[src/rtl/doorbell_mbox_pkg.sv]
package doorbell_mbox_pkg;
  typedef enum logic [2:0] {
    GRP_TGT   = 3'd0,
    GRP_INIT  = 3'd1,
    GRP_XINIT = 3'd2,
    GRP_XTGT  = 3'd3,
    GRP_CTRL  = 3'd4
  } grp_e;

  localparam int CTL_BUSY = 0;
  localparam int CTL_DONE = 1;
  localparam int CTL_STAT = 2;
endpackage

[src/rtl/doorbell_mbox_pair.sv]
module doorbell_mbox_pair #(
  parameter int DW   = 32,
  parameter int EXTW = 30
) (
  input  logic            clk,
  input  logic            rst_n,
  input  logic            init_wr,
  input  logic [DW-1:0]   init_data,
  input  logic            tgt_wr,
  input  logic            tgt_top,
  input  logic            xinit_wr,
  input  logic            xtgt_wr,
  input  logic [EXTW-1:0] tgt_ext,
  output logic [DW-1:0]   msg_o,
  output logic [EXTW-1:0] ext_o,
  output logic            ring_o,
  output logic            ack_o
);
  logic [DW-1:0]   msg_q;
  logic [EXTW-1:0] ext_q;

  // acknowledge has priority over a same-cycle initiator write
  assign ack_o  = tgt_wr & tgt_top;
  assign ring_o = init_wr & init_data[DW-1] & ~msg_q[DW-1] & ~ack_o;

  always_ff @(posedge clk or negedge rst_n) begin
    if (!rst_n) begin
      msg_q <= '0;
      ext_q <= '0;
    end else begin
      if (ack_o)        msg_q <= '0;
      else if (init_wr) msg_q <= init_data;
      if (xtgt_wr)       ext_q <= tgt_ext;
      else if (xinit_wr) ext_q <= init_data[EXTW-1:0];
    end
  end

  assign msg_o = msg_q;
  assign ext_o = ext_q;
endmodule

[src/rtl/doorbell_mbox_core.sv]
module doorbell_mbox_core #(
  parameter int NCORE = 4,
  parameter int MASKW = 8
) (
  input  logic               clk,
  input  logic               rst_n,
  input  logic [NCORE-1:0]   ring_in,
  input  logic [NCORE-1:0]   ack_in,
  input  logic               busy_wr,
  input  logic               done_wr,
  input  logic               stat_wr,
  input  logic [MASKW-1:0]   mask_data,
  input  logic [2*NCORE-1:0] clr_data,
  output logic [MASKW-1:0]   busy_mask_o,
  output logic [MASKW-1:0]   done_mask_o,
  output logic [NCORE-1:0]   db_pend_o,
  output logic [NCORE-1:0]   cp_pend_o,
  output logic               irq_o
);
  logic [MASKW-1:0] busy_q, done_q;
  logic [NCORE-1:0] db_q, cp_q, db_clr, cp_clr;

  assign db_clr = stat_wr ? clr_data[NCORE-1:0]       : '0;
  assign cp_clr = stat_wr ? clr_data[2*NCORE-1:NCORE] : '0;

  always_ff @(posedge clk or negedge rst_n) begin
    if (!rst_n) begin
      busy_q <= '0;
      done_q <= '0;
      db_q   <= '0;
      cp_q   <= '0;
    end else begin
      if (busy_wr) busy_q <= mask_data;
      if (done_wr) done_q <= mask_data;
      // new flags win over a same-cycle clear
      db_q <= (db_q & ~db_clr) | (ring_in & busy_q[NCORE-1:0]);
      cp_q <= (cp_q & ~cp_clr) | (ack_in  & done_q[NCORE-1:0]);
    end
  end

  assign busy_mask_o = busy_q;
  assign done_mask_o = done_q;
  assign db_pend_o   = db_q;
  assign cp_pend_o   = cp_q;
  assign irq_o       = |{db_q, cp_q};
endmodule

[src/rtl/doorbell_mbox.sv]
module doorbell_mbox
  import doorbell_mbox_pkg::*;
#(
  parameter int NCORE = 4,
  parameter int DW    = 32,
  parameter int EXTW  = 30,
  parameter int MASKW = 8,
  parameter int OFFW  = 3 + $clog2(NCORE)
) (
  input  logic                clk,
  input  logic                rst_n,
  input  logic [NCORE-1:0]    bus_req,
  input  logic [NCORE-1:0]    bus_we,
  input  logic [NCORE*OFFW-1:0] bus_addr,
  input  logic [NCORE*DW-1:0] bus_wdata,
  output logic [NCORE*DW-1:0] bus_rdata,
  output logic [NCORE-1:0]    irq
);
  localparam int CW = OFFW - 3;

  logic [NCORE-1:0][2:0]    grp;
  logic [NCORE-1:0][CW-1:0] idx;
  logic [NCORE-1:0]         wr_en, rd_en;
  logic [NCORE-1:0][DW-1:0] wdat;
  logic [NCORE-1:0][DW-1:0] rdata_q, rd_next;

  // storage and events indexed [src][dst] unless noted
  logic [NCORE-1:0][NCORE-1:0][DW-1:0]   msg_q;
  logic [NCORE-1:0][NCORE-1:0][EXTW-1:0] ext_q;
  logic [NCORE-1:0][NCORE-1:0] xinit_wr, xtgt_wr;
  logic [NCORE-1:0][NCORE-1:0] ring_to;   // [dst][src]
  logic [NCORE-1:0][NCORE-1:0] ack_from;  // [src][dst]
  logic [NCORE-1:0][NCORE-1:0] db_pend;   // [dst][src]
  logic [NCORE-1:0][NCORE-1:0] cp_pend;   // [src][dst]
  logic [NCORE-1:0][MASKW-1:0] busy_mask, done_mask;

  for (genvar p = 0; p < NCORE; p++) begin : g_port
    assign grp[p]   = bus_addr[p*OFFW+CW +: 3];
    assign idx[p]   = bus_addr[p*OFFW +: CW];
    assign wdat[p]  = bus_wdata[p*DW +: DW];
    assign wr_en[p] = bus_req[p] & bus_we[p];
    assign rd_en[p] = bus_req[p] & ~bus_we[p];
  end

  for (genvar s = 0; s < NCORE; s++) begin : g_src
    for (genvar d = 0; d < NCORE; d++) begin : g_dst
      logic init_wr, tgt_wr, ring_w, ack_w;
      assign init_wr = wr_en[s] && grp[s] == GRP_INIT  && idx[s] == CW'(d);
      assign tgt_wr  = wr_en[d] && grp[d] == GRP_TGT   && idx[d] == CW'(s);
      assign xinit_wr[s][d] = wr_en[s] && grp[s] == GRP_XINIT && idx[s] == CW'(d);
      assign xtgt_wr[s][d]  = wr_en[d] && grp[d] == GRP_XTGT  && idx[d] == CW'(s);

      doorbell_mbox_pair #(.DW(DW), .EXTW(EXTW)) u_pair (
        .clk      (clk),
        .rst_n    (rst_n),
        .init_wr  (init_wr),
        .init_data(wdat[s]),
        .tgt_wr   (tgt_wr),
        .tgt_top  (wdat[d][DW-1]),
        .xinit_wr (xinit_wr[s][d]),
        .xtgt_wr  (xtgt_wr[s][d]),
        .tgt_ext  (wdat[d][EXTW-1:0]),
        .msg_o    (msg_q[s][d]),
        .ext_o    (ext_q[s][d]),
        .ring_o   (ring_w),
        .ack_o    (ack_w)
      );
      assign ring_to[d][s]  = ring_w;
      assign ack_from[s][d] = ack_w;
    end
  end

  for (genvar c = 0; c < NCORE; c++) begin : g_core
    logic ctl;
    assign ctl = wr_en[c] && grp[c] == GRP_CTRL;

    doorbell_mbox_core #(.NCORE(NCORE), .MASKW(MASKW)) u_core (
      .clk        (clk),
      .rst_n      (rst_n),
      .ring_in    (ring_to[c]),
      .ack_in     (ack_from[c]),
      .busy_wr    (ctl && idx[c] == CW'(CTL_BUSY)),
      .done_wr    (ctl && idx[c] == CW'(CTL_DONE)),
      .stat_wr    (ctl && idx[c] == CW'(CTL_STAT)),
      .mask_data  (wdat[c][MASKW-1:0]),
      .clr_data   (wdat[c][2*NCORE-1:0]),
      .busy_mask_o(busy_mask[c]),
      .done_mask_o(done_mask[c]),
      .db_pend_o  (db_pend[c]),
      .cp_pend_o  (cp_pend[c]),
      .irq_o      (irq[c])
    );

    always_comb begin
      rd_next[c] = '0;
      case (grp[c])
        GRP_TGT:   rd_next[c] = msg_q[idx[c]][c];
        GRP_INIT:  rd_next[c] = msg_q[c][idx[c]];
        GRP_XINIT: rd_next[c] = DW'(ext_q[c][idx[c]]);
        GRP_XTGT:  rd_next[c] = DW'(ext_q[idx[c]][c]);
        GRP_CTRL: begin
          if (idx[c] == CW'(CTL_BUSY))      rd_next[c] = DW'(busy_mask[c]);
          else if (idx[c] == CW'(CTL_DONE)) rd_next[c] = DW'(done_mask[c]);
          else if (idx[c] == CW'(CTL_STAT)) rd_next[c] = DW'({cp_pend[c], db_pend[c]});
        end
        default:   rd_next[c] = '0;
      endcase
    end

    always_ff @(posedge clk or negedge rst_n) begin
      if (!rst_n)        rdata_q[c] <= '0;
      else if (rd_en[c]) rdata_q[c] <= rd_next[c];
    end
  end

  assign bus_rdata = rdata_q;
endmodule

[config.mk]
export PLATFORM = sky130hd
export DESIGN_NAME = doorbell_mbox
export DESIGN_NICKNAME = d
export VERILOG_FILES = /design/src/rtl/doorbell_mbox_pkg.sv /design/src/rtl/doorbell_mbox_pair.sv /design/src/rtl/doorbell_mbox_core.sv /design/src/rtl/doorbell_mbox.sv
export SDC_FILE = /design/constraint.sdc
export NUM_CORES = 2
export LEC_CHECK = 0
export BUFFER_PORTS_ARGS = -buffer_cell sky130_fd_sc_hd__buf_2
export CAP_MARGIN = 20
export CELL_PAD_IN_SITES_DETAIL_PLACEMENT = 0
export CELL_PAD_IN_SITES_GLOBAL_PLACEMENT = 1
export CORE_UTILIZATION = 40
export DETAILED_ROUTE_END_ITERATION = 8
export PLACE_DENSITY = 0.69
export SYNTH_ARGS = -nofsm -noshare
export SYNTH_HDL_FRONTEND = slang
export SYNTH_SLANG_ARGS = --single-unit
[constraint.sdc]
create_clock -name clk -period 2.1 [get_ports clk]
set_input_delay 0.105 -clock clk [delete_from_list [all_inputs] [get_ports clk]]
set_output_delay 0.105 -clock clk [all_outputs]
set_load 0.1 [all_outputs]
# Yosys cells after proc, flatten, opt, wreduce, memory -nomap -nowiden
# Index checks and enable logic that the tools add are counted.
[classes]
n_lt_le_gt_ge = 4
n_eq_ne = 28
mux = 120
bitwise = 140
n_reduce_logical = 140
[ops]
columns = ["cell", "count"]
rows = [
  ["two-way mux 32 bit", 37],
  ["two-way mux 30 bit", 37],
  ["binary-select mux 128 bit (select 2 bit)", 4],
  ["binary-select mux 120 bit (select 2 bit)", 4],
  ["one-hot mux 32 bit (5 select lines)", 4],
  ["binary-select mux 32 bit (select 2 bit)", 4],
  ["binary-select mux 30 bit (select 2 bit)", 4],
  ["two-way mux 128 bit", 1],
  ["two-way mux 120 bit", 1],
  ["logical AND 1 bit", 96],
  ["two-way mux 8 bit", 12],
  ["two-way mux 96 bit", 1],
  ["two-way mux 90 bit", 1],
  ["AND 1 bit", 72],
  ["AND 4 bit", 16],
  ["two-way mux 64 bit", 1],
  ["nonzero test 2 bit", 32],
  ["two-way mux 60 bit", 1],
  ["inverter 1 bit", 36],
  ["two-way mux 4 bit", 8],
  ["inverter 4 bit", 8],
  ["OR 4 bit", 8],
  ["OR reduction 8 bit", 4],
  ["equality test 3 x 2 -> 1 bit (second input constant)", 8],
  ["7 further kinds", 32],
]
[totals]
ff_bits = 1216
input_bits = 158
out_inout_bits = 132
elab_cells = 484

# Logic depth before layout (Yosys ltp)
[logic_depth]
depth_word = 8
depth_mapped = 10

# Modules after synthesis
# A second synthesis with hierarchy kept.
[hier_totals]
hier_cells = 6135
area_unflattened_um2 = 70166.0
[by_module_without_submodules]
columns = ["module", "n_inst", "cells_each", "area_each_um2", "seq_area_each_um2"]
rows = [
  ["doorbell_mbox_pair", 16, 238, 2791.4, 1551.5],
  ["doorbell_mbox", 1, 2079, 21564.4, 3203.1],
  ["doorbell_mbox_core", 4, 62, 984.7, 600.6],
]

# Worst setup path before layout
# OpenSTA, ideal clock, no wires.
[synth_path]
path_type = "input to register"
from = "in bus_addr[11]"
to = "reg rdata_q (netlist bit bus_rdata[73])"
t_arrival_ns = 1.645
t_required_ns = 1.977
path_slack_ns = 0.332
path_stages = 7
n_path_buf = 3
cell_sequence = "buf_2 buf_2 clkbuf_1 mux4_2 mux2_2 a22oi_1 nand2_1"
[synth_between]
elab_chain_cells = 3
word_cells_on_any_way = 9
[synth_lines]
columns = ["element", "line_no", "text"]
rows = [
  ["start, declared", "doorbell_mbox.sv:14", "input logic [NCORE*OFFW-1:0] bus_addr,"],
  ["binary-select mux 120 bit (select 2 bit) (tied with other cells)", "doorbell_mbox.sv:100", "GRP_XTGT: rd_next[c] = DW'(ext_q[idx[c]][c]);"],
  ["two-way mux 90 bit (not written as such) (tied with other cells)", "doorbell_mbox.sv:100", ""],
  ["one-hot mux 32 bit (5 select lines) (*)", "doorbell_mbox.sv:96", "case (grp[c])"],
  ["end signal, assigned by index", "doorbell_mbox.sv:112", "else if (rd_en[c]) rdata_q[c] <= rd_next[c];"],
  ["end, declared", "doorbell_mbox.sv:25", "logic [NCORE-1:0][DW-1:0] rdata_q, rd_next;"],
]
# Mark *: on every way between the ends. The rest lies on a longest branch, timed or not. The select of a mux whose other input is x is not followed.
# A chain may end at the register's enable or synchronous reset.

# Worst setup path in the final report
[layout_path]
from = "in bus_addr[17]"
to = "reg g_src[3].g_dst[1].u_pair.ext_q[19]"
[layout_between]
elab_chain_cells = 4
[layout_lines]
columns = ["element", "line_no", "text"]
rows = [
  ["equality test 3 x 2 -> 1 bit", "doorbell_mbox.sv:50", "assign xinit_wr[s][d] = wr_en[s] && grp[s] == GRP_XINIT && idx[s] == CW'(d);"],
  ["logical AND 1 bit (2 in a row)", "doorbell_mbox.sv:50", ""],
  ["nonzero test 2 bit (no source line)", "n/a", ""],
  ["end signal, assigned", "doorbell_mbox_pair.sv:33", "if (xtgt_wr) ext_q <= tgt_ext;"],
  ["end signal, assigned", "doorbell_mbox_pair.sv:34", "else if (xinit_wr) ext_q <= init_data[EXTW-1:0];"],
  ["end, declared", "doorbell_mbox_pair.sv:20", "logic [EXTW-1:0] ext_q;"],
]
# Every way passes these cells.

==> summary.txt <==
Outcome -> finished with violations
Failing checks -> design-rule violations
R2R setup slack -> 90 ps
Seq cells post-synth -> 1216
Gr usage total -> 41.81%
Pin count of the biggest net entering global routing -> 101
Hold depth -> 6
Ys Warns -> 0
Starting Density -> 40.30%
Htree depth -> 4
Max transition margin -> 55.32%
Die Wd -> 409.7 um
WHS Endpoint -> bus_rdata[64]
Worst R2R Start -> g_src[0].g_dst[2].u_pair.msg_o[1]
CTS tree -> done
Reported max-cap violation count -> 0
Core area -> 165000 um2
Pre-antenna DRT Iters -> 9
HPWL after DPL -> 243500 um
Max IR drop VDD -> 0.8723 mV
Final ANT Viol Nets -> 0
Required time worst endpoint -> 2800 ps
Max Slew Vio Count -> 0
Drt wl/cell -> 38.32 um
Worst-path clk slew -> 60 ps
Worst Path Max Fanout -> 28
Async set-reset flop share out of synthesis -> 100.0%
Critical path arrival -> 2800 ps
Biggest area consumer among synthesized cells -> dfrtp_1
# clock sinks -> 1216
Minimum clock period -> 2097 ps
Gpl congestion -> 1.009
Most frequent cell after synthesis -> nand2_1
CP Capture Type -> flip-flop
Mapped cell area -> 66490 um2
Die H -> 409.7 um
Drt drc -> 48
Iteration-0 DRC Markers -> 8771
Synth Area per Inst -> 10.27 um2
Global-route wire length before repair -> 485900 um
Total grt overflow -> 0
Fill cells -> 15080
Commonest cells post-synth -> nand2_1, dfrtp_1, a21oi_1
Top cell type's share of synthesized area -> 45.77%
Post-synth cell types -> 74
CTS root buf -> clkbuf_16
Slew @ Worst Pin -> 670.2 ps
Vias in the first global route -> 58720
Crit Path Category -> primary input to flip-flop
Critical path launch point type -> primary input
Row count -> 149
Syn_nets -> 6630
Layout cell share with drive strength beyond 1 -> 24.86%
Fmax -> 476.9 MHz
EDFF count, synth -> 0
Reg-to-reg endpoint -> bus_rdata[1]
Antenna violations before repair -> 25
Post-DR vias/cell -> 6.588
Boundary pin count -> 290
CTS max path bufs -> 3
Post-Syn Instances -> 6472
Hold Vio Cnt, Final -> 0
IO Port Bufs -> 289
DR vias -> 61050
Postcts setup bufs -> 0
Hold_sp -> bus_addr[10]
P_leak -> 34.74 nW
Final Net Count -> 7113
Die Area -> 167900 um2
Power Total -> 73.02 mW
Top area cells in the synthesized netlist -> dfrtp_1, mux4_2, mux2i_1
Num CTS Buffers -> 146
Final core area utilization -> 49.26%
Primary FF master, synth -> dfrtp_1
Final period util -> 99.85%
Pwr Density -> 898.4 nW/um2
Worst skew pair latency -> 830 ps
Register area -> 30430 um2
Sequential area share after synthesis -> 45.77%
Area occupied by multi-input gates -> 33650 um2
Setup violators final -> 0
FF-to-FF path depth -> 5
Hold WS -> 55.20 ps
RSZ-0062 raised after global routing -> yes
Final Skew -> 33.35 ps
Min-Delay Path Class -> primary input to flip-flop
Total wire length -> 355100 um
P&R area growth vs syn -> 22.25%
==> metal layers <==
metal  GRT usage, %  wire, um
met5         0.4885       354
met2          59.61    148900
met4          24.86     25270
met3          13.14     45600
met1          55.47    134900
==> how the worst max path moves through the flow <==
stage	end	startpoint	slack, ps	cells past startpoint
after detailed placement	bus_rdata[67]	bus_addr[12]	-100	7
after CTS	irq[2]	g_core[2].u_core.db_pend_o[2]	3	3
after global routing	g_src[3].g_dst[1].u_pair.ext_o[19]	bus_addr[17]	-7	10
after global placement	bus_rdata[67]	bus_addr[12]	-40	7
final	g_src[3].g_dst[1].u_pair.ext_o[19]	bus_addr[17]	3	10
after floorplan	bus_rdata[73]	bus_addr[11]	330	7
==> registers in the layout (all words and copies together), names as in the netlist <==
register and flops:
g_core.u_core.done_mask_o 32, g_core.u_core.cp_pend_o 16, g_src.g_dst.u_pair.msg_o 512, bus_rdata 128, g_core.u_core.busy_mask_o 32, g_src.g_dst.u_pair.ext_o 480
g_core.u_core.db_pend_o 16
==> through the flow <==
stage	area (um2)	setup slack (ps)	instances	setup TNS, ps
2_1_floorplan	66490	331.8	6472	0
3_3_place_gp	74810	-43.42	8845	-43.42
3_5_place_dp	74810	-100.9	8845	-100.9
4_1_cts	81230	2.803	9257	0
5_1_grt	81260	-7.328	9259	-7.328
6_report	81280	3.058	9267	0
==> power by group <==
group | internal [mW] | switching, mW | leakage (nW)
sequential | 27.2 | 3.95 | 16.0
combinational | 6.47 | 9.06 | 16.4
clock | 15.2 | 11.1 | 2.37
total | 48.9 | 24.1 | 34.7
==> cells by family after synthesis <==
kind of cell / Yosys count / synth area share, %
buf+inv: 645 / 4.528
compound gates: 1442 / 12.33
flops: 1216 / 45.77
mux: 1229 / 25.43
simple gates: 1940 / 11.94
==> area by class of cell <==
type                            instances  area share, %
Clock buffer                          217          5.297
Clock inverter                         44         0.6388
Timing Repair Buffer                  976          11.81
Multi-Input combinational cell       4611          41.40
Inverter                                4        0.01847
Tap cell                             2189          3.370
Sequential cell                      1216          37.44
Antenna cell                           10        0.03079
==> critical path, cell delays in order <==
cell	delay [ps]
dlygate4sd3_1	620
buf_2	180
buf_12	170
nand3b_1	200
buf_4	180
nor2_4	150
buf_12	210
mux2i_1	220
o21ai_0	90
dlygate4sd3_1	580
==> what timing repair did <==
action                                 4_1_cts  5_1_grt
setup endpoints to repair                    4        5
endpoints found under the hold margin     2336        0
pin swaps                                    1        0
hold buffers                               151        0
resized for setup                           18        5
==> cell usage in the layout (no fill, tap or decap), types with 10 or more instances in the layout <==
| cell type | synthesis | layout |
|---|---|---|
| nand2b_1 | 22 | 16 |
| buf_12 | 0 | 202 |
| nor2_1 | 269 | 232 |
| a21oi_1 | 713 | 711 |
| o21ai_1 | 24 | 24 |
| a211oi_1 | 29 | 29 |
| o31ai_1 | 12 | 12 |
| dlygate4sd3_1 | 0 | 150 |
| mux2_2 | 222 | 222 |
| clkinv_2 | 0 | 21 |
| clkbuf_8 | 0 | 32 |
| nand3_1 | 28 | 23 |
| buf_2 | 183 | 274 |
| mux2i_1 | 661 | 661 |
| buf_4 | 68 | 340 |
| clkbuf_1 | 361 | 37 |
| a221o_1 | 27 | 27 |
| nor2_4 | 2 | 40 |
| nand2_2 | 0 | 14 |
| a22o_1 | 46 | 46 |
| mux4_2 | 346 | 346 |
| o41ai_1 | 10 | 10 |
| dfrtp_1 | 1216 | 1215 |
| nor3_2 | 4 | 14 |
| nor2b_1 | 29 | 25 |
| a22oi_1 | 46 | 46 |
| a221oi_1 | 37 | 37 |
| diode_2 | 0 | 10 |
| o22ai_1 | 98 | 98 |
| o211ai_1 | 17 | 17 |
| clkbuf_16 | 0 | 150 |
| nand2_1 | 1477 | 1461 |
| o21ai_0 | 351 | 351 |
No activity file was read; power rests on OpenSTA's default activity.
